**src/rtl/regbank_pkg.sv**
```systemverilog
package regbank_pkg;

   localparam int MODE_W    = 5;
   localparam int LIDX_W    = 4;
   localparam int SHARED_N  = 15;               // user copies of logical 0..14
   localparam int FIQ_BASE  = SHARED_N;         // fast-interrupt copies of 8..14
   localparam int FIQ_N     = 7;
   localparam int IRQ_BASE  = FIQ_BASE + FIQ_N; // two-register banks follow
   localparam int PAIR_N    = 2;
   localparam int SVC_BASE  = IRQ_BASE + PAIR_N;
   localparam int ABT_BASE  = SVC_BASE + PAIR_N;
   localparam int UND_BASE  = ABT_BASE + PAIR_N;
   localparam int NUM_PHYS  = UND_BASE + PAIR_N;
   localparam int PHYS_W    = $clog2(NUM_PHYS);
   localparam int NUM_SAVED = 5;
   localparam int SLOT_W    = 3;
   localparam logic [SLOT_W-1:0] NO_SLOT = '1;
   localparam logic [LIDX_W-1:0] PC_IDX  = 4'd15;

   typedef enum logic [MODE_W-1:0] {
      M_USR = 5'b10000,
      M_FIQ = 5'b10001,
      M_IRQ = 5'b10010,
      M_SVC = 5'b10011,
      M_ABT = 5'b10111,
      M_UND = 5'b11011,
      M_SYS = 5'b11111
   } mode_e;

   function automatic logic [PHYS_W-1:0] phys_of(input logic [MODE_W-1:0] mode,
                                                 input logic [LIDX_W-1:0] lidx);
      logic [PHYS_W-1:0] base;
      logic              upper;
      base  = PHYS_W'(lidx);
      upper = (lidx == 4'd14);
      if (mode == M_FIQ && lidx >= 4'd8 && lidx <= 4'd14) begin
         base = PHYS_W'(lidx) + PHYS_W'(FIQ_BASE - 8);
      end else if (lidx == 4'd13 || lidx == 4'd14) begin
         case (mode)
            M_IRQ:   base = PHYS_W'(IRQ_BASE) + PHYS_W'(upper);
            M_SVC:   base = PHYS_W'(SVC_BASE) + PHYS_W'(upper);
            M_ABT:   base = PHYS_W'(ABT_BASE) + PHYS_W'(upper);
            M_UND:   base = PHYS_W'(UND_BASE) + PHYS_W'(upper);
            default: base = PHYS_W'(lidx);
         endcase
      end
      return base;
   endfunction

   function automatic logic [SLOT_W-1:0] slot_of(input logic [MODE_W-1:0] mode);
      logic [SLOT_W-1:0] s;
      case (mode)
         M_FIQ:   s = 3'd0;
         M_IRQ:   s = 3'd1;
         M_SVC:   s = 3'd2;
         M_ABT:   s = 3'd3;
         M_UND:   s = 3'd4;
         default: s = NO_SLOT;
      endcase
      return s;
   endfunction

endpackage

```
**src/rtl/regbank_map.sv**
```systemverilog
module regbank_map
   import regbank_pkg::*;
(
   input  logic [MODE_W-1:0] mode,
   input  logic [LIDX_W-1:0] lidx,
   output logic [PHYS_W-1:0] phys
);

   always_comb begin
      phys = phys_of(mode, lidx);
   end

endmodule

```
**src/rtl/regbank_store.sv**
```systemverilog
module regbank_store #(
   parameter int XLEN   = 32,
   parameter int NPHYS  = 30,
   parameter int PHYS_W = $clog2(NPHYS)
) (
   input  logic              clk,
   input  logic              rst_n,
   input  logic              wr_en,
   input  logic [PHYS_W-1:0] wr_phys,
   input  logic [XLEN-1:0]   wr_data,
   input  logic [PHYS_W-1:0] rd_a_phys,
   input  logic [PHYS_W-1:0] rd_b_phys,
   output logic [XLEN-1:0]   rd_a_val,
   output logic [XLEN-1:0]   rd_b_val
);

   logic [XLEN-1:0] cells [NPHYS];

   for (genvar g = 0; g < NPHYS; g++) begin : g_cell
      logic [XLEN-1:0] cell_q;
      always_ff @(posedge clk or negedge rst_n) begin
         if (!rst_n)                                  cell_q <= '0;
         else if (wr_en && wr_phys == PHYS_W'(g))     cell_q <= wr_data;
      end
      assign cells[g] = cell_q;
   end

   assign rd_a_val = (rd_a_phys < PHYS_W'(NPHYS)) ? cells[rd_a_phys] : '0;
   assign rd_b_val = (rd_b_phys < PHYS_W'(NPHYS)) ? cells[rd_b_phys] : '0;

endmodule

```
**src/rtl/regbank_psr.sv**
```systemverilog
module regbank_psr
   import regbank_pkg::*;
#(
   parameter int              XLEN         = 32,
   parameter logic [XLEN-1:0] STATUS_RESET = 32'h0000_0013
) (
   input  logic            clk,
   input  logic            rst_n,
   input  logic            status_wr_en,
   input  logic [XLEN-1:0] status_wr_data,
   input  logic            saved_wr_en,
   input  logic [XLEN-1:0] saved_wr_data,
   output logic [XLEN-1:0] status_q,
   output logic [XLEN-1:0] saved_rd_data
);

   logic [MODE_W-1:0] mode;
   logic [SLOT_W-1:0] slot;
   logic [XLEN-1:0]   saved_arr [NUM_SAVED];

   always_ff @(posedge clk or negedge rst_n) begin
      if (!rst_n)            status_q <= STATUS_RESET;
      else if (status_wr_en) status_q <= status_wr_data;
   end

   assign mode = status_q[MODE_W-1:0];
   assign slot = slot_of(mode);

   for (genvar s = 0; s < NUM_SAVED; s++) begin : g_saved
      logic [XLEN-1:0] sv_q;
      always_ff @(posedge clk or negedge rst_n) begin
         if (!rst_n)                                  sv_q <= '0;
         else if (saved_wr_en && slot == SLOT_W'(s))  sv_q <= saved_wr_data;
      end
      assign saved_arr[s] = sv_q;
   end

   assign saved_rd_data = (slot < SLOT_W'(NUM_SAVED)) ? saved_arr[slot] : '0;

   // a status write is what the next cycle shows
   p_status_load_r11: assert property (@(posedge clk) disable iff (!rst_n)
      status_wr_en |=> status_q == $past(status_wr_data));

   // user and system modes expose no saved word
   p_saved_none_r6: assert property (@(posedge clk) disable iff (!rst_n)
      (mode == M_USR || mode == M_SYS) |-> saved_rd_data == '0);

   // with no write and no mode change, the saved word is steady
   p_saved_hold_r6: assert property (@(posedge clk) disable iff (!rst_n)
      (!saved_wr_en && !status_wr_en) |=> $stable(saved_rd_data));

endmodule

```
**src/rtl/regbank_pc.sv**
```systemverilog
module regbank_pc #(
   parameter int              XLEN           = 32,
   parameter bit              HAS_COMPRESSED = 1'b1,
   parameter logic [XLEN-1:0] PC_RESET       = '0
) (
   input  logic            clk,
   input  logic            rst_n,
   input  logic            compressed,
   input  logic            pc_adv,
   input  logic            pc_wr_en,
   input  logic [XLEN-1:0] pc_wr_data,
   output logic [XLEN-1:0] pc_read
);

   logic            short_mode;
   logic [XLEN-1:0] pc_q;
   logic [XLEN-1:0] step;
   logic [XLEN-1:0] ahead;
   logic [XLEN-1:0] aligned;

   if (HAS_COMPRESSED) begin : g_dual_state
      assign short_mode = compressed;
   end else begin : g_wide_only
      assign short_mode = 1'b0;
   end

   assign step    = short_mode ? XLEN'(2) : XLEN'(4);
   assign ahead   = short_mode ? XLEN'(4) : XLEN'(8);
   assign aligned = short_mode ? {pc_wr_data[XLEN-1:1], 1'b0}
                               : {pc_wr_data[XLEN-1:2], 2'b00};

   always_ff @(posedge clk or negedge rst_n) begin
      if (!rst_n)        pc_q <= PC_RESET;
      else if (pc_wr_en) pc_q <= aligned;
      else if (pc_adv)   pc_q <= pc_q + step;
   end

   assign pc_read = pc_q + ahead;

   // idle cycles leave the counter alone
   p_pc_hold_r8: assert property (@(posedge clk) disable iff (!rst_n)
      (!pc_adv && !pc_wr_en) |=> $stable(pc_q));

   // an advance steps by one instruction of the current state
   p_pc_step_r8: assert property (@(posedge clk) disable iff (!rst_n)
      (pc_adv && !pc_wr_en) |=> pc_q == $past(pc_q) + $past(step));

   // a load in 32-bit state lands word aligned
   p_pc_align_r9: assert property (@(posedge clk) disable iff (!rst_n)
      (pc_wr_en && !short_mode) |=> pc_q[1:0] == 2'b00);

endmodule

```
**src/rtl/banked_regfile.sv**
```systemverilog
module banked_regfile
   import regbank_pkg::*;
#(
   parameter int              XLEN           = 32,
   parameter int              STATE_BIT      = 5,
   parameter bit              HAS_COMPRESSED = 1'b1,
   parameter logic [XLEN-1:0] STATUS_RESET   = 32'h0000_0013,
   parameter logic [XLEN-1:0] PC_RESET       = '0
) (
   input  logic              clk,
   input  logic              rst_n,
   input  logic [3:0]        rd_a_idx,
   output logic [XLEN-1:0]   rd_a_data,
   input  logic [3:0]        rd_b_idx,
   output logic [XLEN-1:0]   rd_b_data,
   input  logic              wr_en,
   input  logic [3:0]        wr_idx,
   input  logic [XLEN-1:0]   wr_data,
   input  logic              pc_adv,
   input  logic              status_wr_en,
   input  logic [XLEN-1:0]   status_wr_data,
   output logic [XLEN-1:0]   status_q,
   input  logic              saved_wr_en,
   input  logic [XLEN-1:0]   saved_wr_data,
   output logic [XLEN-1:0]   saved_rd_data
);

   initial begin
      assert (XLEN >= 16)
         else $error("banked_regfile: XLEN must be at least 16");
      assert (STATE_BIT >= MODE_W && STATE_BIT < XLEN)
         else $error("banked_regfile: STATE_BIT must sit above the mode field");
   end

   logic [MODE_W-1:0] mode;
   logic [PHYS_W-1:0] phys_a, phys_b, phys_w;
   logic [XLEN-1:0]   val_a, val_b, pc_read;
   logic              gpr_we, pc_we;

   assign mode   = status_q[MODE_W-1:0];
   assign gpr_we = wr_en && (wr_idx != PC_IDX);
   assign pc_we  = wr_en && (wr_idx == PC_IDX);

   regbank_map u_map_a (.mode(mode), .lidx(rd_a_idx), .phys(phys_a));
   regbank_map u_map_b (.mode(mode), .lidx(rd_b_idx), .phys(phys_b));
   regbank_map u_map_w (.mode(mode), .lidx(wr_idx),   .phys(phys_w));

   regbank_store #(.XLEN(XLEN), .NPHYS(NUM_PHYS), .PHYS_W(PHYS_W)) u_store (
      .clk       (clk),
      .rst_n     (rst_n),
      .wr_en     (gpr_we),
      .wr_phys   (phys_w),
      .wr_data   (wr_data),
      .rd_a_phys (phys_a),
      .rd_b_phys (phys_b),
      .rd_a_val  (val_a),
      .rd_b_val  (val_b)
   );

   regbank_psr #(.XLEN(XLEN), .STATUS_RESET(STATUS_RESET)) u_psr (
      .clk            (clk),
      .rst_n          (rst_n),
      .status_wr_en   (status_wr_en),
      .status_wr_data (status_wr_data),
      .saved_wr_en    (saved_wr_en),
      .saved_wr_data  (saved_wr_data),
      .status_q       (status_q),
      .saved_rd_data  (saved_rd_data)
   );

   regbank_pc #(.XLEN(XLEN), .HAS_COMPRESSED(HAS_COMPRESSED), .PC_RESET(PC_RESET)) u_pc (
      .clk        (clk),
      .rst_n      (rst_n),
      .compressed (status_q[STATE_BIT]),
      .pc_adv     (pc_adv),
      .pc_wr_en   (pc_we),
      .pc_wr_data (wr_data),
      .pc_read    (pc_read)
   );

   assign rd_a_data = (rd_a_idx == PC_IDX) ? pc_read : val_a;
   assign rd_b_data = (rd_b_idx == PC_IDX) ? pc_read : val_b;

   // a general register written last cycle reads back in an unchanged mode
   p_wr_visible_r10: assert property (@(posedge clk) disable iff (!rst_n)
      ($past(wr_en) && $past(wr_idx) != PC_IDX && $stable(mode) && rd_a_idx == $past(wr_idx))
      |-> rd_a_data == $past(wr_data));

   // shared registers read the same through both ports in any mode
   p_ports_agree_r2: assert property (@(posedge clk) disable iff (!rst_n)
      (rd_a_idx == rd_b_idx) |-> rd_a_data == rd_b_data);

endmodule

```
**config.mk**
```make
export PLATFORM = sky130hd
export DESIGN_NAME = banked_regfile
export DESIGN_NICKNAME = d
export VERILOG_FILES = /design/src/rtl/regbank_pkg.sv /design/src/rtl/regbank_map.sv /design/src/rtl/regbank_store.sv /design/src/rtl/regbank_psr.sv /design/src/rtl/regbank_pc.sv /design/src/rtl/banked_regfile.sv
export SDC_FILE = /design/constraint.sdc
export NUM_CORES = 2
export LEC_CHECK = 0
export BUFFER_PORTS_ARGS = -buffer_cell sky130_fd_sc_hd__buf_2
export CAP_MARGIN = 15
export CORE_MARGIN = 5
export CORE_UTILIZATION = 45
export CTS_CLUSTER_DIAMETER = 80
export DETAILED_ROUTE_END_ITERATION = 8
export GPL_ROUTABILITY_DRIVEN = 1
export PLACE_DENSITY = 0.73
export SLEW_MARGIN = 20
export SYNTH_ARGS = -nofsm -noshare
export SYNTH_HDL_FRONTEND = slang
export SYNTH_SLANG_ARGS = --single-unit
```
**constraint.sdc**
```tcl
create_clock -name clk -period 3.7 [get_ports clk]
set_clock_uncertainty 0.15 [all_clocks]
set_input_delay 0.555 -clock clk [delete_from_list [all_inputs] [get_ports clk]]
set_output_delay 0.555 -clock clk [all_outputs]
set_load 0.005 [all_outputs]
```
# Word-level counts from Yosys, hierarchy flattened
# Cells that the tools add are included.
dict set report op_classes {
  add_sub_neg 17
  mul 0
  n_reduce_logical 49
  mux 29
  div_mod_pow 0
  n_bitwise 3
  n_shift 0
  magnitude_cmp 12
  n_eq_ne 48
}
# cell count
set ops {}
lappend ops {{$mux 32} 13}
lappend ops {{$bmux 32 s5} 2}
lappend ops {{$bmux 32 s3} 1}
lappend ops {{$eq 5x5->1 const B} 19}
lappend ops {{$add 32x32->32} 2}
lappend ops {{$pmux 5 s4} 3}
lappend ops {{$logic_and 1x1->1} 43}
lappend ops {{$eq 5x4->1 const B} 8}
lappend ops {{$eq 4x4->1 const B} 9}
lappend ops {{$add 4x2->5 const A} 6}
lappend ops {{$mux 5} 6}
lappend ops {{$eq 5x3->1 const B} 4}
lappend ops {{$ge 4x4->1 const B} 4}
lappend ops {{$add 4x3->5 const B} 3}
lappend ops {{$add 5x1->5 const A} 3}
lappend ops {{$pmux 3 s5} 1}
lappend ops {{$add 3x2->4 const A} 3}
lappend ops {{$ge 6x6->1 const B} 2}
lappend ops {{$le 4x4->1 const B} 3}
lappend ops {{$not 5->6} 2}
lappend ops {{$eq 5x2->1 const B} 2}
lappend ops {{$lt 5x5->1 const B} 2}
lappend ops {{$eq 3x2->1 const B} 2}
lappend ops {{$eq 5x1->1 const B} 1}
lappend ops {{12 further kinds} 14}
dict set report word_totals {
  rom_bits 0
  regBits 1184
  n_memories 0
  ram_bits 0
  latchBits 0
}

# Longest topological paths before layout
dict set report depth {
  depth_word 11
  ltp_mapped 16
  mapped_depth_nobuf 11
}

# Hierarchy
# From an unflattened synthesis, not the netlist that was laid out.
dict set report hier_totals {
  hier_cells 4640
  area_unflattened_um2 64603.2
}
# module instances cells_per_inst seq_area_each_um2 area_per_inst_um2
set by_module_without_submodules {}
lappend by_module_without_submodules {regbank_store 1 3495 24023.0 51839.7}
lappend by_module_without_submodules {regbank_psr 1 648 4808.4 8468.1}
lappend by_module_without_submodules {regbank_pc 1 307 775.7 2479.9}
lappend by_module_without_submodules {banked_regfile 1 76 0.0 1076.0}
lappend by_module_without_submodules {regbank_map 3 38 0.0 246.5}

# Worst setup path after synthesis
# OpenSTA, ideal clock, no wires.
dict set report synth_timing {
  path_kind {input port to output port}
  startpoint {in rd_b_idx[0]}
  endpoint {out rd_b_data[17]}
  t_required_ns 2.995
  arrival_ns 3.249
  path_stages 13
  path_slack_ns -0.254
  path_cell_list {inv_1 -> ha_1 -> nand3b_1 -> and4_1 -> clkbuf_1 -> nand2_1 -> o211a_1 -> buf_2 -> buf_2 -> buf_1 -> mux4_2 -> a22oi_1 -> nand4_1}
}
dict set report synth_via {
  elab_chain_cells 11
}
# element line
set synth_rtl {}
lappend synth_rtl {{start, declared} banked_regfile.sv:14} ;# input logic [3:0] rd_b_idx,
lappend synth_rtl {{$eq 4x4->1} {regbank_pkg.sv:35, regbank_pkg.sv:38}}
lappend synth_rtl {{$add 5x1->5, or another cell as far along} regbank_pkg.sv:40} ;# M_IRQ: base = PHYS_W'(IRQ_BASE) + PHYS_W'(upper);
lappend synth_rtl {{$pmux 5 s4} regbank_pkg.sv:39} ;# case (mode)
lappend synth_rtl {{$mux 5} regbank_pkg.sv:38} ;# end else if (lidx == 4'd13 || lidx == 4'd14) begin
lappend synth_rtl {{$mux 5} regbank_pkg.sv:36} ;# if (mode == M_FIQ && lidx >= 4'd8 && lidx <= 4'd14) begin
lappend synth_rtl {{$not 5->6 (implied by the code)} regbank_store.sv:29} ;# assign rd_b_val = (rd_b_phys < PHYS_W'(NPHYS)) ? cells[rd_b_phys] : '0;
lappend synth_rtl {{$bmux 32 s5} regbank_store.sv:29}
lappend synth_rtl {{$mux 32 (implied by the code) (2 in series)} regbank_store.sv:29}
lappend synth_rtl {{$mux 32} regbank_store.sv:29}
lappend synth_rtl {{$mux 32 (*)} banked_regfile.sv:82} ;# assign rd_b_data = (rd_b_idx == PC_IDX) ? pc_read : val_b;
lappend synth_rtl {{end, declared} banked_regfile.sv:15} ;# output logic [XLEN-1:0] rd_b_data,
# Mark *: on every way between the ends. The rest lies on a longest branch, timed or not. The select of a mux whose other input is x is not followed.

# Worst setup path after layout
dict set report layout_timing {
  startpoint {reg u_psr.status_q[1]}
  endpoint {out rd_b_data[7]}
}
dict set report layout_via {
  elab_chain_cells 10
}
# element line
set layout_rtl {}
lappend layout_rtl {{start, declared} regbank_psr.sv:13} ;# output logic [XLEN-1:0] status_q,
lappend layout_rtl {{start signal, assigned} regbank_psr.sv:23} ;# else if (status_wr_en) status_q <= status_wr_data;
lappend layout_rtl {{$eq 5x5->1, on equally long branches} {regbank_pkg.sv:39, regbank_pkg.sv:36}}
lappend layout_rtl {{$pmux 5 s4 / $logic_and 1x1->1 (equally long branches)} {regbank_pkg.sv:39, regbank_pkg.sv:36}}
lappend layout_rtl {{$mux 5 / $logic_and 1x1->1 (equally long branches)} {regbank_pkg.sv:38, regbank_pkg.sv:36}}
lappend layout_rtl {{$mux 5 (*)} regbank_pkg.sv:36}
lappend layout_rtl {{$not 5->6 (implied by the code)} regbank_store.sv:29}
lappend layout_rtl {{$bmux 32 s5} regbank_store.sv:29}
lappend layout_rtl {{$mux 32 (implied by the code) (2 in series)} regbank_store.sv:29}
lappend layout_rtl {{$mux 32 (*)} regbank_store.sv:29}
lappend layout_rtl {{$mux 32 (*)} banked_regfile.sv:82}
# Marks and branches as above.

==> impl_metrics.ini <==
[run_status]
status = finished with violations
violations = setup timing

[worst_setup_path]
crit_required_ns = 2.99
critPathBufInv = 5
r2r_cells = 10
cp_cell_sequence = and2b_4 > a41oi_4 > a31oi_4 > buf_4 > buf_6 > o211a_4 > buf_12 > nand2_8 > buf_12 > a21oi_1 > or4_1 > nand4_1 > nand4_1 > buf_2
critPathMaxStageDelay_ns = 0.60
cp_slowest_cell = dfstp_2
reg2reg_to = u_store.g_cell[0].cell_q[0]$_DFFE_PN0P_
regToRegSetupSlack_ns = 0.06
path_class = reg -> out
cp-end-kind = output port
cpLargestDelayFamily = simple AND/OR/NAND/NOR gates
cp-start-kind = flip-flop
timing.rr.start = u_psr.status_q[4]$_DFFE_PN1P_
worstPathArrival_ns = 4.22
crit_fanout = 8

[synthesis]
synth_cell_types = 79
yosys-top-cells-area = dfrtp_1 47%, mux2_2 20%, mux4_2 7.6%
synth-async-reset-ratio_pct = 100
synth-edff-count = 0
ys_ff_latch = 1183
yosysWarnings = 0
synth_nets = 5605
syn_area_um2 = 63100
synth_most_common_cell = dfrtp_1
synth_area_leader_cell = dfrtp_1
ys.flop_type = dfrtp_1
synth_common_cells = 1,180 x dfrtp_1, 1,137 x mux2_2, 878 x nand2_1
netlist_instances = 5473
ys_seq_area_share_pct = 46.9
syn_avg_cell_area_um2 = 11.5
synth.top_cell.area_share_pct = 46.8

[timing]
finalHoldViolations = 0
maxSlewViolCount = 0
max_freq_mhz = 203
fin_crit_sh_pct = 133
tightest_slew_ns = 0.960
relSlewSlack_pct = 36.0
rsz0062_at_grt = true
finalSetupTns_ns = -68.86
fin_crit_ns = 4.93
setup_violations = 64
setup_ws_ns = -1.23

[placed_design]
dp_slack_ns = -1.09
dpl.hpwl_mm = 155
gp_congestion = 0.959
portBuffers = 241

[global_route]
gr-usage-all-layers_pct = 33.0
overflow = 0
grt_pass1_vias = 55318
grt_pass1_wl_mm = 365
grt_max_degree = 144
antenna_found_initial = 23

[floorplan]
start_util_pct = 45.3
chipHeight_um = 384
core_um2 = 139000
dieArea_um2 = 148000
die_w_um = 384
row_count = 137
ios = 242

[clock_tree]
clock_latency_ns = 0.79
clk_pin_slew_worst_paths_ns = 0.06
cts.sinks = 1183
root_buffer = clkbuf_16
numCtsBuffers = 136
htree_levels = 4
clockBufferDepth = 3
cts_tree = done

[drt]
met2_length_mm = 110
wl_met1_mm = 88.5
avgViaCountPerCell = 6.61
vias = 54738
drt.antenna.violating_nets = 0
first_iter_violations = 6780
wl_per_cell_um = 30.5
route.met3.wl_mm = 32.3
dr.pass1.iters = 8
topRoutingLayerUsed = met5
route.detailed.drc = 0
wl_mm = 253

[pwr]
powerDensity_nw_per_um2 = 506
power_mw = 41.9
peakVddDrop_mv = 0.482
p_leak_nw = 36.1
pwr-share-seq_pct = 40.9
p_int_mw = 29.1
p_comb_share_pct = 25.8
p_sw_mw = 12.8
swShare_pct = 30.6
clock_power_share_pct = 33.3

[min_path]
hp-class = in -> reg
hold-path-cell-count = 3
min_from = wr_data[7]
worstHoldEndpoint = u_pc.pc_q[7]$_DFFE_PN0N_

[finish]
drive_gt1_share_pct = 47.7
area_growth_pct = 31.2
fin_nets = 6408

[job]
cap_viol_max_count = 0
## routing by layer
metal / GRT usage (%) / vias to the layer above
li1: - / 21740
met1: 40.4 / 27492
met2: 48.8 / 4182
met3: 11.5 / 1314
met4: 23.1 / 10
met5: 0 / -
## worst max-delay path by stage
stage	startpoint	cells past startpoint	endpoint
2_1_floorplan	rd_b_idx[0]	16	rd_b_data[27]
3_3_place_gp	rd_a_idx[0]	15	rd_a_data[31]
3_5_place_dp	rd_a_idx[0]	15	rd_a_data[31]
4_1_cts	u_psr.status_q[4]$_DFFE_PN1P_	13	rd_a_data[31]
5_1_grt	u_psr.status_q[1]$_DFFE_PN1P_	14	rd_b_data[18]
6_report	u_psr.status_q[1]$_DFFE_PN1P_	14	rd_b_data[7]
## cells in the final DEF (no fill, tap or decap), types with 32 or more instances in the layout
cell type      Yosys  final
clkbuf_16          0    147
mux4_2           212    212
a22o_1            41     41
mux2_2          1137   1134
o22ai_2            0     33
a21oi_1          241    207
buf_12             0    195
buf_4             23    507
nand4_1           66     66
nor2_1           140    105
dlygate4sd3_1      0     66
a31oi_1           74     58
buf_2            129    229
nand2_1          878    846
buf_8              0     33
buf_6              4    107
o22ai_1           79     44
dfrtp_1         1180   1179
a22oi_2            0     32
mux2i_1          163    154
nor3_1            51     46
nand3_1          161    154
## worst register-to-register path: stages, from the launching register on
cell      delay (ns)
dfstp_2         0.59
nor3b_4         0.22
buf_4           0.15
nand2_1         0.07
buf_4           0.17
or2_1           0.31
o21ai_1         0.41
or2_2           0.38
nand2b_2        0.26
buf_4           0.41
mux2_2          0.40
## cells by family after synthesis
logic type | synth area share (%)
simple gates | 9.75
xor+xnor | 0.805
compound gates | 7.78
buf+inv | 3.58
fa+ha+maj | 0.381
mux | 30.8
flops | 46.9
## power groups by stage
stage / Sequential, mW / Combinational (mW) / Clock [mW]
detailed placement: 17.2 / 9.12 / 0
global route: 17.3 / 11.3 / 14.6
global placement: 17.0 / 8.87 / 0
finish: 17.1 / 10.8 / 13.9
CTS: 17.0 / 10.1 / 14.0
floorplan: 16.6 / 5.75 / 0
## metrics by stage
step | util (%) | instance area (µm²) | hold WS (ns) | std cells
finish | 59.4 | 82800 | 0.129 | 8278
global route | 59.4 | 82700 | 0.146 | 8266
CTS | 58.0 | 80900 | 0.0759 | 8192
detailed placement | 51.3 | 71500 | 0.342 | 7714
global placement | 51.3 | 71500 | 0.333 | 7714
floorplan | - | 63200 | 0.109 | 5473
## timing repair
item | in CTS | in global routing
pin swaps | 175 | 129
setup endpoints to repair | 381 | 518
hold buffers | 66 | 0
endpoints found under the hold margin | 359 | 0
gates cloned | 32 | 9
resized for setup | 429 | 248
buffers inserted | 141 | 74
## area by class of cell
class	instances	area (µm²)
fill	10363	56600
multi-input combinational	3765	33800
sequential	1183	29600
timing repair buffer	1179	12400
clock buffer	187	3880
tap	1876	2350
clock inverter	59	697
antenna	18	45.0
inverter	11	41.3
## flip-flops by register name, summed over array words and instances, names as in the netlist
register and cells:
u_pc.pc_q 31, u_psr.g_saved.sv_q 160, u_store.g_cell.cell_q 960, u_psr.status_q 32
(Power assumes the default switching activity.)
